File: src/rtl/gpr_pkg.sv
// Package: shared sizes and reset constants for the working register bank.
// Assumes a 16-bit datapath in which stack entries are whole words.
package gpr_pkg;

    localparam int unsigned GPR_DATA_W = 16;
    localparam int unsigned GPR_NREG   = 16;
    localparam logic [15:0] GPR_SP_RST = 16'h0200;
    localparam int unsigned GPR_SP_STEP = 2;

    // Direction of a stack-pointer adjustment
    typedef enum logic {
        SP_DOWN = 1'b0,
        SP_UP   = 1'b1
    } sp_dir_e;

endpackage

File: src/rtl/gpr_wr_decode.sv
// Module: gpr_wr_decode
// Turns the write index into per-entry enables. The stack entry's enable is
// suppressed while an adjustment is pending, because the adjustment wins.
// Assumes NREG is a power of two that matches SEL_W.
module gpr_wr_decode #(
    parameter int unsigned NREG   = 16,
    parameter int unsigned SP_IDX = NREG - 1,
    localparam int unsigned SEL_W = $clog2(NREG)
) (
    input  logic             clk,
    input  logic             rst_n,
    input  logic             wr_en,
    input  logic [SEL_W-1:0] wr_sel,
    input  logic             sp_adj_en,
    output logic [NREG-1:0]  we_vec
);

    // Build one enable per entry with a repeated compare
    for (genvar g = 0; g < NREG; g++) begin : g_dec
        if (g == SP_IDX) begin : g_sp
            assign we_vec[g] = wr_en && (wr_sel == SEL_W'(g)) && !sp_adj_en;
        end else begin : g_plain
            assign we_vec[g] = wr_en && (wr_sel == SEL_W'(g));
        end
    end

    // at most one entry is written per cycle
    p_one_write_r2: assert property (@(posedge clk) disable iff (!rst_n)
        $onehot0(we_vec));

    // while an adjustment is pending the stack entry takes no normal write
    p_sp_blocked_r7: assert property (@(posedge clk) disable iff (!rst_n)
        sp_adj_en |-> !we_vec[SP_IDX]);

endmodule

File: src/rtl/gpr_entry.sv
// Module: gpr_entry
// One ordinary register with word and low-byte write and an optional bit 0
// that is held at zero. Also used for the stack-limit register.
// Assumes DATA_W is at least 16.
module gpr_entry #(
    parameter int unsigned DATA_W   = 16,
    parameter logic [DATA_W-1:0] RST_VAL = '0,
    parameter bit          LSB_ZERO = 1'b0
) (
    input  logic              clk,
    input  logic              rst_n,
    input  logic              we,
    input  logic              byte_only,
    input  logic [DATA_W-1:0] wdata,
    output logic [DATA_W-1:0] q
);

    logic [DATA_W-1:0] merged;
    logic [DATA_W-1:0] next_val;

    // Keep the upper bits for a byte write
    always_comb begin
        merged = byte_only ? {q[DATA_W-1:8], wdata[7:0]} : wdata;
    end

    // Clear bit 0 when the entry must stay word-aligned
    if (LSB_ZERO) begin : g_align
        assign next_val = {merged[DATA_W-1:1], 1'b0};
    end else begin : g_free
        assign next_val = merged;
    end

    // Storage with synchronous reset
    always_ff @(posedge clk) begin
        if (!rst_n) begin
            q <= RST_VAL;
        end else if (we) begin
            q <= next_val;
        end
    end

    // an entry that is not written keeps its value
    p_hold_r2: assert property (@(posedge clk) disable iff (!rst_n)
        !we |=> $stable(q));

    // a byte write leaves the upper byte alone
    p_byte_hi_r3: assert property (@(posedge clk) disable iff (!rst_n)
        (we && byte_only) |=> (q[DATA_W-1:8] == $past(q[DATA_W-1:8])));

endmodule

File: src/rtl/gpr_sp_entry.sv
// Module: gpr_sp_entry
// Stack-pointer entry. It is word-aligned, has its own reset value, and takes
// a plus/minus step adjustment that overrides a normal write.
// Assumes the decode has already masked the write enable during an adjustment.
module gpr_sp_entry #(
    parameter int unsigned DATA_W  = 16,
    parameter logic [DATA_W-1:0] RST_VAL = 16'h0200,
    parameter int unsigned STEP    = 2
) (
    input  logic              clk,
    input  logic              rst_n,
    input  logic              we,
    input  logic              byte_only,
    input  logic [DATA_W-1:0] wdata,
    input  logic              adj_en,
    input  gpr_pkg::sp_dir_e  adj_dir,
    output logic [DATA_W-1:0] q
);

    localparam logic [DATA_W-1:0] STEP_V = DATA_W'(STEP);

    logic [DATA_W-1:0] merged;
    logic [DATA_W-1:0] stepped;

    // Form the written value and the adjusted value
    always_comb begin
        merged  = byte_only ? {q[DATA_W-1:8], wdata[7:0]} : wdata;
        stepped = (adj_dir == gpr_pkg::SP_UP) ? q + STEP_V : q - STEP_V;
    end

    // The adjustment has priority over the normal write; bit 0 is always cleared
    always_ff @(posedge clk) begin
        if (!rst_n) begin
            q <= RST_VAL;
        end else if (adj_en) begin
            q <= {stepped[DATA_W-1:1], 1'b0};
        end else if (we) begin
            q <= {merged[DATA_W-1:1], 1'b0};
        end
    end

    // an adjustment moves the pointer by exactly one step
    p_sp_step_r6: assert property (@(posedge clk) disable iff (!rst_n)
        adj_en |=> (q == ($past(adj_dir) == gpr_pkg::SP_UP ?
                          $past(q) + STEP_V : $past(q) - STEP_V)));

    // with no adjustment and no write the pointer is stable
    p_sp_idle_r5: assert property (@(posedge clk) disable iff (!rst_n)
        (!adj_en && !we) |=> $stable(q));

endmodule

File: src/rtl/gpr_read_port.sv
// Module: gpr_read_port
// Combinational read of one entry from the flattened register array.
// Assumes sel is always inside the array, which holds when NREG = 2**SEL_W.
module gpr_read_port #(
    parameter int unsigned DATA_W = 16,
    parameter int unsigned NREG   = 16,
    localparam int unsigned SEL_W = $clog2(NREG)
) (
    input  logic [NREG-1:0][DATA_W-1:0] regs,
    input  logic [SEL_W-1:0]            sel,
    output logic [DATA_W-1:0]           data
);

    // Select one entry
    always_comb begin
        data = regs[sel];
    end

endmodule

File: src/rtl/gpr_bank.sv
// Module: gpr_bank
// Working register bank: sixteen entries, two read ports, one write port with
// a byte mode, a stack-pointer entry with adjust, a default-operand select and
// a stack-limit register. Assumes a single clock and synchronous reset.
module gpr_bank #(
    parameter int unsigned DATA_W = gpr_pkg::GPR_DATA_W,
    parameter int unsigned NREG   = gpr_pkg::GPR_NREG,
    localparam int unsigned SEL_W = $clog2(NREG),
    localparam int unsigned SP_IDX = NREG - 1
) (
    input  logic              clk,
    input  logic              rst_n,
    input  logic [SEL_W-1:0]  rd_a_sel,
    output logic [DATA_W-1:0] rd_a_data,
    input  logic [SEL_W-1:0]  rd_b_sel,
    output logic [DATA_W-1:0] rd_b_data,
    input  logic              wr_en,
    input  logic              wr_byte,
    input  logic [SEL_W-1:0]  wr_sel,
    input  logic [DATA_W-1:0] wr_data,
    input  logic              sp_adj_en,
    input  logic              sp_adj_up,
    input  logic              dflt_wr_en,
    input  logic [SEL_W-1:0]  dflt_wr_sel,
    output logic [SEL_W-1:0]  dflt_sel,
    output logic [DATA_W-1:0] dflt_data,
    input  logic              lim_wr_en,
    input  logic [DATA_W-1:0] lim_wr_data,
    output logic [DATA_W-1:0] lim_out,
    output logic [DATA_W-1:0] sp_out
);

    logic [NREG-1:0]             we_vec;
    logic [NREG-1:0][DATA_W-1:0] regs;
    gpr_pkg::sp_dir_e            adj_dir;

    assign adj_dir = sp_adj_up ? gpr_pkg::SP_UP : gpr_pkg::SP_DOWN;

    // Per-entry write enables
    gpr_wr_decode #(.NREG(NREG), .SP_IDX(SP_IDX)) u_dec (
        .clk       (clk),
        .rst_n     (rst_n),
        .wr_en     (wr_en),
        .wr_sel    (wr_sel),
        .sp_adj_en (sp_adj_en),
        .we_vec    (we_vec)
    );

    // Storage: ordinary entries plus the stack entry at the top index
    for (genvar g = 0; g < NREG; g++) begin : g_reg
        if (g == SP_IDX) begin : g_sp
            gpr_sp_entry #(
                .DATA_W  (DATA_W),
                .RST_VAL (DATA_W'(gpr_pkg::GPR_SP_RST)),
                .STEP    (gpr_pkg::GPR_SP_STEP)
            ) u_sp (
                .clk       (clk),
                .rst_n     (rst_n),
                .we        (we_vec[g]),
                .byte_only (wr_byte),
                .wdata     (wr_data),
                .adj_en    (sp_adj_en),
                .adj_dir   (adj_dir),
                .q         (regs[g])
            );
        end else begin : g_gp
            gpr_entry #(
                .DATA_W   (DATA_W),
                .RST_VAL  ('0),
                .LSB_ZERO (1'b0)
            ) u_gp (
                .clk       (clk),
                .rst_n     (rst_n),
                .we        (we_vec[g]),
                .byte_only (wr_byte),
                .wdata     (wr_data),
                .q         (regs[g])
            );
        end
    end

    // Stack-limit register: word writes only, bit 0 held at zero
    gpr_entry #(
        .DATA_W   (DATA_W),
        .RST_VAL  ('0),
        .LSB_ZERO (1'b1)
    ) u_lim (
        .clk       (clk),
        .rst_n     (rst_n),
        .we        (lim_wr_en),
        .byte_only (1'b0),
        .wdata     (lim_wr_data),
        .q         (lim_out)
    );

    // Default-operand select register
    always_ff @(posedge clk) begin
        if (!rst_n) begin
            dflt_sel <= '0;
        end else if (dflt_wr_en) begin
            dflt_sel <= dflt_wr_sel;
        end
    end

    // Three read paths: two datapath ports and the default operand
    gpr_read_port #(.DATA_W(DATA_W), .NREG(NREG)) u_rd_a (
        .regs (regs), .sel (rd_a_sel), .data (rd_a_data)
    );
    gpr_read_port #(.DATA_W(DATA_W), .NREG(NREG)) u_rd_b (
        .regs (regs), .sel (rd_b_sel), .data (rd_b_data)
    );
    gpr_read_port #(.DATA_W(DATA_W), .NREG(NREG)) u_rd_d (
        .regs (regs), .sel (dflt_sel), .data (dflt_data)
    );

    assign sp_out = regs[SP_IDX];

    // reading the stack entry never shows an odd value
    p_rd_sp_even_r5: assert property (@(posedge clk) disable iff (!rst_n)
        (rd_a_sel == SEL_W'(SP_IDX)) |-> (rd_a_data[0] == 1'b0));

    // the stack limit stays word-aligned
    p_lim_even_r9: assert property (@(posedge clk) disable iff (!rst_n)
        lim_out[0] == 1'b0);

    // the limit changes only on its own write
    p_lim_hold_r9: assert property (@(posedge clk) disable iff (!rst_n)
        !lim_wr_en |=> $stable(lim_out));

    // the default select takes the written index
    p_dflt_load_r8: assert property (@(posedge clk) disable iff (!rst_n)
        dflt_wr_en |=> (dflt_sel == $past(dflt_wr_sel)));

    // port B on the stack index agrees with the stack output
    p_sp_mirror_r10: assert property (@(posedge clk) disable iff (!rst_n)
        (rd_b_sel == SEL_W'(SP_IDX)) |-> (rd_b_data == sp_out));

endmodule

File: config.mk
export PLATFORM = sky130hd
export DESIGN_NAME = gpr_bank
export DESIGN_NICKNAME = d
export VERILOG_FILES = /design/src/rtl/gpr_pkg.sv /design/src/rtl/gpr_wr_decode.sv /design/src/rtl/gpr_entry.sv /design/src/rtl/gpr_sp_entry.sv /design/src/rtl/gpr_read_port.sv /design/src/rtl/gpr_bank.sv
export SDC_FILE = /design/constraint.sdc
export NUM_CORES = 1
export LEC_CHECK = 0
export ABC_AREA = 1
export BUFFER_PORTS_ARGS = -buffer_cell sky130_fd_sc_hd__buf_2
export CORE_ASPECT_RATIO = 1.75
export CORE_MARGIN = 1.5
export CORE_UTILIZATION = 30
export DETAILED_ROUTE_END_ITERATION = 7
export GPL_TIMING_DRIVEN = 0
export HOLD_SLACK_MARGIN = 0.03
export PLACE_DENSITY = 0.42
export SYNTH_ARGS = -nofsm -noshare
export SYNTH_HDL_FRONTEND = slang
export SYNTH_HIERARCHICAL = 1
export SYNTH_SLANG_ARGS = --single-unit
File: constraint.sdc
create_clock -name clk -period 4 [get_ports clk]
set_clock_uncertainty 0.2 [all_clocks]
set_input_delay 0.6 -clock clk [delete_from_list [all_inputs] [get_ports clk]]
set_output_delay 0.6 -clock clk [all_outputs]
set_load 0.02 [all_outputs]
==> flow_metrics.env, run 1 <==
export IMPL_place_area_um2=23700
export IMPL_clk_pin_slew_worst_paths_ps=70
export IMPL_p_leak_nw=12.5
export IMPL_r2r_slack_ps=1690
export IMPL_nNetsFinal=4264
export IMPL_pin_count=140
export IMPL_crit_fanout=11
export IMPL_dieHeight_um=360
export IMPL_drive_gt1_share_pct=9.93
export IMPL_power_switching_mw=2.89
export IMPL_grt_pass1_wl_um=181000
export IMPL_fin_tns_setup_ps=-165
export IMPL_cp_required_ps=3200
export IMPL_grt_use_met1_pct=39.0
export IMPL_synth_flop_cell="dfxtp_1"
export IMPL_ys_async_sr_fraction_pct=0
export IMPL_crit_path_end_kind="primary output"
export IMPL_layout_area_seq_um2=5490
export IMPL_ant_nets=0
export IMPL_die_w_um=207
export IMPL_synth_edff_count=0
export IMPL_status="finished, violations left"
export IMPL_slew_headroom_pct=29.3
export IMPL_drv_slew=0
export IMPL_met3_usage_pct=3.87
export IMPL_ir_worst_vdd_v=0.000260
export IMPL_final_area_um2=24700
export IMPL_cts_tree="built"
export IMPL_drc=0
export IMPL_postSynthCellCount=4021
export IMPL_synth_cell_type_count=32
export IMPL_p_int_mw=4.84
export IMPL_crit_type="flop to primary output"
export IMPL_timing_fmax_mhz=245
export IMPL_start_util_pct=30.4
export IMPL_clkPwrFrac_pct=35.3
export IMPL_cts_buffers=29
export IMPL_cp_arrival_ps=3280
export IMPL_routed_via_density=5.03
export IMPL_cp_start_kind="flop"
export IMPL_period_share_pct=102
export IMPL_tightest_slew_ps=1060
export IMPL_avgSynthCellArea_um2=5.43
export IMPL_area_growth_pct=13.0
export IMPL_yosysSeqAreaShare_pct=25.1
export IMPL_grt_busiest_layer="met2"
export IMPL_p_seq_share_pct=37.8
export IMPL_gp_congestion=1.03
export IMPL_io_buffers=131
export IMPL_failed_checks="negative setup slack"
export IMPL_whs_ps=54.5
export IMPL_grt_use_met2_pct=59.6
export IMPL_routedWlPerCell_um=25.9
export IMPL_hold_violations=0
export IMPL_hold_path_class="input port to flop"
export IMPL_cts_num_sinks=274
export IMPL_fin_util_pct=34.3
export IMPL_multiInputGateArea_um2=11900
export IMPL_switching_share_pct=37.4
export IMPL_fin_ws_ps=-82.6
export IMPL_dieArea_um2=74500
export IMPL_grt_util_all_layers_pct=35.1
export IMPL_syn_area_um2=21800
export IMPL_clockRootBuffer="clkbuf_16"
export IMPL_maxCapViolations=0
export IMPL_grt_setup_unrepaired="false"
export IMPL_drtPass1Iterations=5
export IMPL_min_period_ps=4080
export IMPL_coreArea_um2=71900
export IMPL_power_frac_comb_pct=27.0
export IMPL_first_iter_violations=2316
export IMPL_antenna_found_initial=2
export IMPL_grt_pass1_vias=23800
export IMPL_cts_setup_buffers=0
export IMPL_layout_commonest_cell="nand2_1"
export IMPL_yosysWarnings=6
export IMPL_worstSkewPairLatency_ps=620
export IMPL_cts_max_path_buffers=3
export IMPL_report_final_setup_viol=4
export IMPL_grt_remaining_overflow=0
export IMPL_hpwl_um=101000
export IMPL_layout_common_cells="nand2_1 (1,242), inv_1 (763), nand3_1 (727), nor2_1 (553), dfxtp_1 (274)"
export IMPL_n_fill_cell=8428
export IMPL_grt_max_degree=74
export IMPL_p_per_area_nw_per_um2=313
export IMPL_htree_levels=1
export IMPL_rows=130
export IMPL_drt_total_wl_um=133000
export IMPL_synth_seq_cells=274
export IMPL_vias=25800
-- final timing paths --
check | from | end | cells after the start
worst min-delay path | dflt_wr_sel[2] | dflt_sel[2] | 5
worst min register to register | u_lim/q[11] | u_lim/q[11] | 2
worst max register to register | g_reg[15].g_sp.u_sp/q[1] | g_reg[15].g_sp.u_sp/q[13] | 11
worst max-delay path | dflt_sel[1] | dflt_data[9] | 7
-- critical path: stages, from the launching register on --
cell     delay, ps
dfxtp_1        420
inv_2          310
buf_1          830
nand3_1        250
nand3_1        210
nand3_1        210
nand2_1        200
buf_2          190
-- metal layers --
metal	vias to the layer above	part of all wire, %
met5	-	0.017
met4	4	10
met3	360	5.2
met2	1088	48
met1	12000	37
li1	12400	-
-- flip-flops by register name, summed over array words and instances (netlist names) --
signal         flops
u_lim/q           15
g.g_gp.u_gp/q    240
g.g_sp.u_sp/q     15
dflt_sel           4
-- cells by family (layout without fill, tap and decap cells) --
family,Yosys count,in the layout,synth area share (%)
buffers and inverters,1012,1201,20.6
adder cells (fa/ha/maj),14,14,0.836
XOR/XNOR,8,8,0.321
other,3,5,0.0515
AND/OR/NAND/NOR,2549,2549,49.3
flip-flops,274,274,25.1
AO/OA/AOI/OAI,161,161,3.83
-- metrics by stage --
stage	power, mW	setup WS, ps	cells
after global placement	5.00	-662	5077
after detailed placement	5.00	561	5079
after global routing	8.01	2.61	5135
after floorplan	4.05	1800	4022
final	7.73	-82.6	5136
after CTS	7.74	103	5135
-- power groups by stage --
stage / Combinational, mW / Clock [mW] / Sequential, mW
final: 2.09 / 2.73 / 2.92
after global routing: 2.19 / 2.90 / 2.93
after CTS: 2.03 / 2.80 / 2.92
after detailed placement: 2.01 / 0 / 2.98
after global placement: 2.01 / 0 / 2.98
after floorplan: 1.10 / 0 / 2.95
-- cells in the mapped netlist, drive strengths merged (2+ instances only) --
cell / n / area [um^2]
xnor2: 2 / 17.5
clkbuf: 24 / 90.1
o21ai: 134 / 671
conb: 3 / 11.3
nand2: 1245 / 4680
dfxtp: 274 / 5490
clkinv: 2 / 7.51
buf: 182 / 1350
nand4: 2 / 12.5
inv: 804 / 3060
nor2: 574 / 2420
nand3: 728 / 3650
o31ai: 2 / 15.0
o221ai: 2 / 17.5
ha: 13 / 163
a21oi: 20 / 111
xor2: 6 / 52.6
-- layout make-up --
class | instances | area share [%]
Timing Repair Buffer | 141 | 3.22
Tap cell | 924 | 4.68
Clock inverter | 5 | 0.213
Clock buffer | 43 | 3.39
Inverter | 806 | 12.4
Antenna cell | 1 | 0.0101
Buffer | 206 | 5.82
Multi-Input combinational cell | 2736 | 48.0
Sequential cell | 274 | 22.2
-- what timing repair did --
| action | CTS | global route |
|---|---|---|
| hold endpoints to repair | 10 | 0 |
| hold buffers | 8 | 0 |
| endpoints found under the setup margin | 0 | 1 |
| resized for setup | 0 | 1 |
Power figures use the tool's default switching activity.
==> run 2, diff against run 1 <==
--- a/config.mk
+++ b/config.mk
@@ -6,14 +6,14 @@
 export NUM_CORES = 1
 export LEC_CHECK = 0
 export ABC_AREA = 1
-export BUFFER_PORTS_ARGS = -buffer_cell sky130_fd_sc_hd__buf_2
 export CORE_ASPECT_RATIO = 1.75
 export CORE_MARGIN = 1.5
 export CORE_UTILIZATION = 30
 export DETAILED_ROUTE_END_ITERATION = 7
+export DONT_BUFFER_PORTS = 1
 export GPL_TIMING_DRIVEN = 0
 export HOLD_SLACK_MARGIN = 0.03
-export PLACE_DENSITY = 0.42
+export PLACE_DENSITY = 0.41
 export SYNTH_ARGS = -nofsm -noshare
 export SYNTH_HDL_FRONTEND = slang
 export SYNTH_HIERARCHICAL = 1
==> flow_metrics.env, run 2 (synthesis gave the netlist of run 1 again) <==
export IMPL_status="finished, violations left"
export IMPL_failed_checks="negative setup slack"
export IMPL_io_buffers=0
export IMPL_cp_start_kind="flop"
export IMPL_crit_top_cell="nand3_1"
export IMPL_antenna_found_initial=6
export IMPL_drtPass1Iterations=8
export IMPL_fin_util_pct=34.5
export IMPL_nNetsFinal=4184
export IMPL_power_mw=8.02
export IMPL_crit_path_end_kind="primary output"
export IMPL_reg2reg_to="g_reg[15].g_sp.u_sp/q[13]"
export IMPL_vias=25500
export IMPL_routedWlPerCell_um=27.6
export IMPL_dieHeight_um=360
export IMPL_largest_register="g.g_gp.u_gp/q"
export IMPL_area_growth_pct=13.6
export IMPL_cts_num_sinks=274
export IMPL_crit_fanout=10
export IMPL_tightest_slew_ps=1170
export IMPL_min_period_ps=4100
export IMPL_fin_ws_ps=-95.3
export IMPL_p_per_area_nw_per_um2=323
export IMPL_hpwl_um=102000
export IMPL_start_util_pct=30.4
export IMPL_htree_levels=1
export IMPL_cts_max_path_buffers=3
export IMPL_r2r_cells=11
export IMPL_grt_pass1_vias=23800
export IMPL_cpMaxStageDelayCell="buf_1"
export IMPL_worstHoldEndpoint="g_reg[15].g_sp.u_sp/q[12]"
export IMPL_cts_tree="built"
export IMPL_grt_util_all_layers_pct=36.9
export IMPL_layout_common_cells="nand2_1 (1,242), inv_1 (763), nand3_1 (727), nor2_1 (553), dfxtp_1 (274)"
export IMPL_period_share_pct=102
export IMPL_coreArea_um2=71900
export IMPL_grt_setup_unrepaired="true"
export IMPL_crit_chain="buf_2 -> buf_1 -> nand3_1 -> nand3_1 -> nand2_1"
export IMPL_multiInputGateArea_um2=11900
export IMPL_place_area_um2=23000
export IMPL_report_final_setup_viol=4
export IMPL_ant_nets=0
export IMPL_routed_via_density=5.03
export IMPL_dieArea_um2=74500
export IMPL_hp_start="wr_data[12]"
export IMPL_largest_reg_flops=240
export IMPL_maxCapViolations=0
export IMPL_final_area_um2=24800
export IMPL_grt_pass1_wl_um=187000
export IMPL_cp_required_ps=3200
export IMPL_drv_slew=0
export IMPL_crit_type="flop to primary output"
export IMPL_grt_remaining_overflow=0
export IMPL_slew_headroom_pct=21.9
export IMPL_worstSkewPairLatency_ps=660
export IMPL_first_iter_violations=2412
export IMPL_max_stage_delay_ps=790
export IMPL_drive_gt1_share_pct=7.45
export IMPL_drt_total_wl_um=140000
export IMPL_timing_fmax_mhz=244
export IMPL_rows=130
export IMPL_layout_area_seq_um2=5490
export IMPL_clk_pin_slew_worst_paths_ps=70
export IMPL_gp_congestion=1.04
export IMPL_timing_rr_start="g_reg[15].g_sp.u_sp/q[1]"
export IMPL_die_w_um=207
export IMPL_pin_count=140
export IMPL_reg_top3="g.g_gp.u_gp/q x240, g.g_sp.u_sp/q x15, u_lim/q x15"
export IMPL_cp_arrival_ps=3300
export IMPL_n_fill_cell=8432
export IMPL_grt_max_degree=89
export IMPL_p_leak_nw=12.3
export IMPL_r2r_slack_ps=1570
export IMPL_crit_start="dflt_sel[2]"
export IMPL_ir_worst_vdd_v=0.000314
export IMPL_cts_buffers=30
export IMPL_hold_path_class="input port to flop"
export IMPL_layout_commonest_cell="nand2_1"
export IMPL_clockRootBuffer="clkbuf_16"
export IMPL_drc=0
export IMPL_hold_violations=0
export IMPL_min_path_cells=4
[run 2: cell types whose count changed in the layout (fill, tap and decap cells not counted), moves of 3 or more]
cell	delta
dlygate4sd3_1	+35
diode_2	+3
buf_2	-129
buf_12	+15
[run 2: worst max-delay path by stage]
stage / end / slack (ps) / cells past startpoint
2_1_floorplan: rd_a_data[10] / 1800 / 6
3_3_place_gp: rd_b_data[7] / 620 / 6
3_5_place_dp: rd_b_data[7] / 620 / 6
4_1_cts: dflt_data[9] / 20 / 6
5_1_grt: dflt_data[9] / -4 / 5
6_report: dflt_data[14] / -100 / 5
[run 2: area by class of cell]
class,count,area share [%]
Multi-Input combinational cell,2736,47.8
Sequential cell,274,22.1
Inverter,806,12.3
Buffer,206,5.81
Tap cell,924,4.66
Clock buffer,44,3.57
Timing Repair Buffer,60,3.17
Clock inverter,7,0.474
Antenna cell,4,0.0404
[run 2: per-layer routing]
layer	part of all wire [%]	track usage, %	vias to the layer above
met5	0.023	0	-
met4	11	31.1	6
met3	6.2	5.90	374
met2	48	62.4	1099
met1	36	39.6	11700
li1	-	-	12300
[run 2: repair_timing]
action,4_1_cts,5_1_grt
resized for setup,0,6
hold buffers,54,6
hold endpoints to repair,266,3
endpoints found under the setup margin,0,3
setup buffers,0,0
[run 2: through the flow]
| step | cells | hold slack, ps | TNS (ps) | setup slack (ps) |
|---|---|---|---|---|
| finish | 5061 | 7.62 | -194 | -95.3 |
| global route | 5059 | 35.3 | -4.17 | -4.17 |
| CTS | 5051 | 30.1 | 0 | 18.8 |
| detailed placement | 4946 | 313 | 0 | 623 |
| global placement | 4946 | 306 | 0 | 620 |
| floorplan | 4022 | 291 | 0 | 1800 |
[run 2: report_power, final]
group | total (mW) | internal [mW] | switching [mW]
Sequential | 2.96 | 2.80 | 0.158
Clock | 3.03 | 1.71 | 1.32
Combinational | 2.04 | 0.533 | 1.51
Total | 8.02 | 5.04 | 2.98
[run 2: worst max-delay path, delay by kind of cell (launching register included)]
| kind | cells | cell delay (ps) |
|---|---|---|
| buffers and inverters | 2 | 1170 |
| and+or+nand+nor | 3 | 970 |
| DFF | 1 | 470 |
==> run 3, diff against run 2 <==
--- a/config.mk
+++ b/config.mk
@@ -14,6 +14,7 @@
 export GPL_TIMING_DRIVEN = 0
 export HOLD_SLACK_MARGIN = 0.03
 export PLACE_DENSITY = 0.41
+export SETUP_SLACK_MARGIN = 0.3
 export SYNTH_ARGS = -nofsm -noshare
 export SYNTH_HDL_FRONTEND = slang
 export SYNTH_HIERARCHICAL = 1
==> flow_metrics.env, run 3 (synthesis gave the netlist of run 1 again) <==
export IMPL_critPathBufInv=2
export IMPL_grt_pass1_vias=23800
export IMPL_drt_total_wl_um=140000
export IMPL_cts_num_sinks=274
export IMPL_first_iter_violations=2457
export IMPL_p_per_area_nw_per_um2=323
export IMPL_clk_pin_slew_worst_paths_ps=70
export IMPL_coreArea_um2=71900
export IMPL_status="finished, violations left"
export IMPL_start_util_pct=30.4
export IMPL_cts_tree="built"
export IMPL_failed_checks="design-rule violations"
export IMPL_grt_pass1_wl_um=188000
export IMPL_layout_common_cells="nand2_1 (1,242), inv_1 (763), nand3_1 (727), nor2_1 (553), dfxtp_1 (272)"
export IMPL_ant_nets=0
export IMPL_max_stage_delay_ps=480
export IMPL_slew_headroom_pct=20.8
export IMPL_crit_fanout=10
export IMPL_cts_buffers=30
export IMPL_drv_slew=0
export IMPL_report_final_setup_viol=0
export IMPL_grt_remaining_overflow=0
export IMPL_area_growth_pct=13.6
export IMPL_maxCapViolations=0
export IMPL_grt_max_degree=89
export IMPL_drc=1
export IMPL_fin_ws_ps=240
export IMPL_die_w_um=207
export IMPL_pin_count=140
export IMPL_ir_worst_vdd_v=0.000314
export IMPL_layout_commonest_cell="nand2_1"
export IMPL_crit_path_end_kind="primary output"
export IMPL_drive_gt1_share_pct=7.67
export IMPL_timing_fmax_mhz=266
export IMPL_rows=130
export IMPL_cp_arrival_ps=2960
export IMPL_n_fill_cell=8431
export IMPL_crit_type="flop to primary output"
export IMPL_dieArea_um2=74500
export IMPL_vias=25600
export IMPL_post_place_ws_ps=623
export IMPL_routedWlPerCell_um=27.7
export IMPL_fin_tns_setup_ps=0
export IMPL_grt_util_all_layers_pct=36.9
export IMPL_io_buffers=0
export IMPL_min_period_ps=3760
export IMPL_largest_register="g.g_gp.u_gp/q"
export IMPL_cp_start_kind="flop"
export IMPL_period_share_pct=94.0
export IMPL_crit_chain="buf_2 -> buf_2 -> nand3_1 -> nand3_1 -> nand3_1 -> nand2_1"
export IMPL_worstSkewPairLatency_ps=660
export IMPL_hold_path_class="input port to flop"
export IMPL_hold_violations=0
export IMPL_antenna_found_initial=6
export IMPL_cp_required_ps=3200
export IMPL_tightest_slew_ps=1180
export IMPL_clockRootBuffer="clkbuf_16"
export IMPL_gp_congestion=1.04
export IMPL_crit_top_cell="nand3_1"
export IMPL_largest_reg_flops=240
export IMPL_drtPass1Iterations=8
export IMPL_path_delay_family="simple AND/OR/NAND/NOR gates"
export IMPL_p_leak_nw=12.3
export IMPL_reg_top3="g.g_gp.u_gp/q x240, g.g_sp.u_sp/q x15, u_lim/q x15"
export IMPL_hpwl_um=102000
export IMPL_htree_levels=1
export IMPL_grt_setup_unrepaired="false"
export IMPL_nNetsFinal=4184
export IMPL_routed_via_density=5.07
export IMPL_dieHeight_um=360
export IMPL_cpMaxStageDelayCell="dfxtp_2"
export IMPL_cts_max_path_buffers=3
run 3: through the flow:
stage	hold WS (ps)	util, %	total power [mW]	std cells	area [um^2]
6_report	4.25	34.5	8.02	5059	24800
3_3_place_gp	306	32.0	4.76	4946	23000
5_1_grt	35.3	34.5	8.28	5059	24800
4_1_cts	30.1	34.4	7.98	5051	24800
3_5_place_dp	313	32.0	4.76	4946	23000
2_1_floorplan	291	-	4.05	4022	21800
run 3: where the power goes:
group	switching (mW)	internal, mW
Clock	1.32	1.71
Sequential	0.157	2.80
Combinational	1.50	0.535
run 3: final cells by class:
class                           count  area [um^2]  share of cell area (%)
Multi-Input combinational cell   2736        11900                    47.8
Sequential cell                   274         5490                    22.1
Inverter                          806         3060                    12.3
Buffer                            206         1460                    5.87
Tap cell                          924         1160                    4.66
Clock buffer                       44          885                    3.56
Timing Repair Buffer               60          786                    3.17
Clock inverter                      7          118                   0.474
Antenna cell                        2         5.00                  0.0202
run 3: routing by layer:
metal  GRT usage, %  up-vias  share of wire [%]
li1               -    12300                  -
met4           30.9        8                 10
met3           5.67      370                6.2
met2           62.4     1132                 48
met5              0        -              0.030
met1           39.8    11900                 36
run 3: repair_timing:
| item | CTS | global route |
|---|---|---|
| buffers inserted | 0 | 0 |
| endpoints found under the setup margin | 13 | 8 |
| endpoints found under the hold margin | 266 | 3 |
| cloned | 0 | 0 |
| hold buffers | 54 | 6 |
| gates resized for setup | 10 | 7 |
run 3: final timing paths:
kind                             start                        end  slack, ps  depth (start not counted)
min                        wr_data[12]  g_reg[15].g_sp.u_sp/q[12]          4                          4
max                        dflt_sel[1]               dflt_data[7]        240                          6
min reg2reg  g_reg[12].g_gp.u_gp/q[13]  g_reg[12].g_gp.u_gp/q[13]        320                          2
max reg2reg   g_reg[15].g_sp.u_sp/q[1]  g_reg[15].g_sp.u_sp/q[13]       1560                         11
run 3: worst min-delay path, stage by stage:
cell and delay, ps:
nand2_1 40, nand2_1 40, nand2_1 70, a21oi_1 60
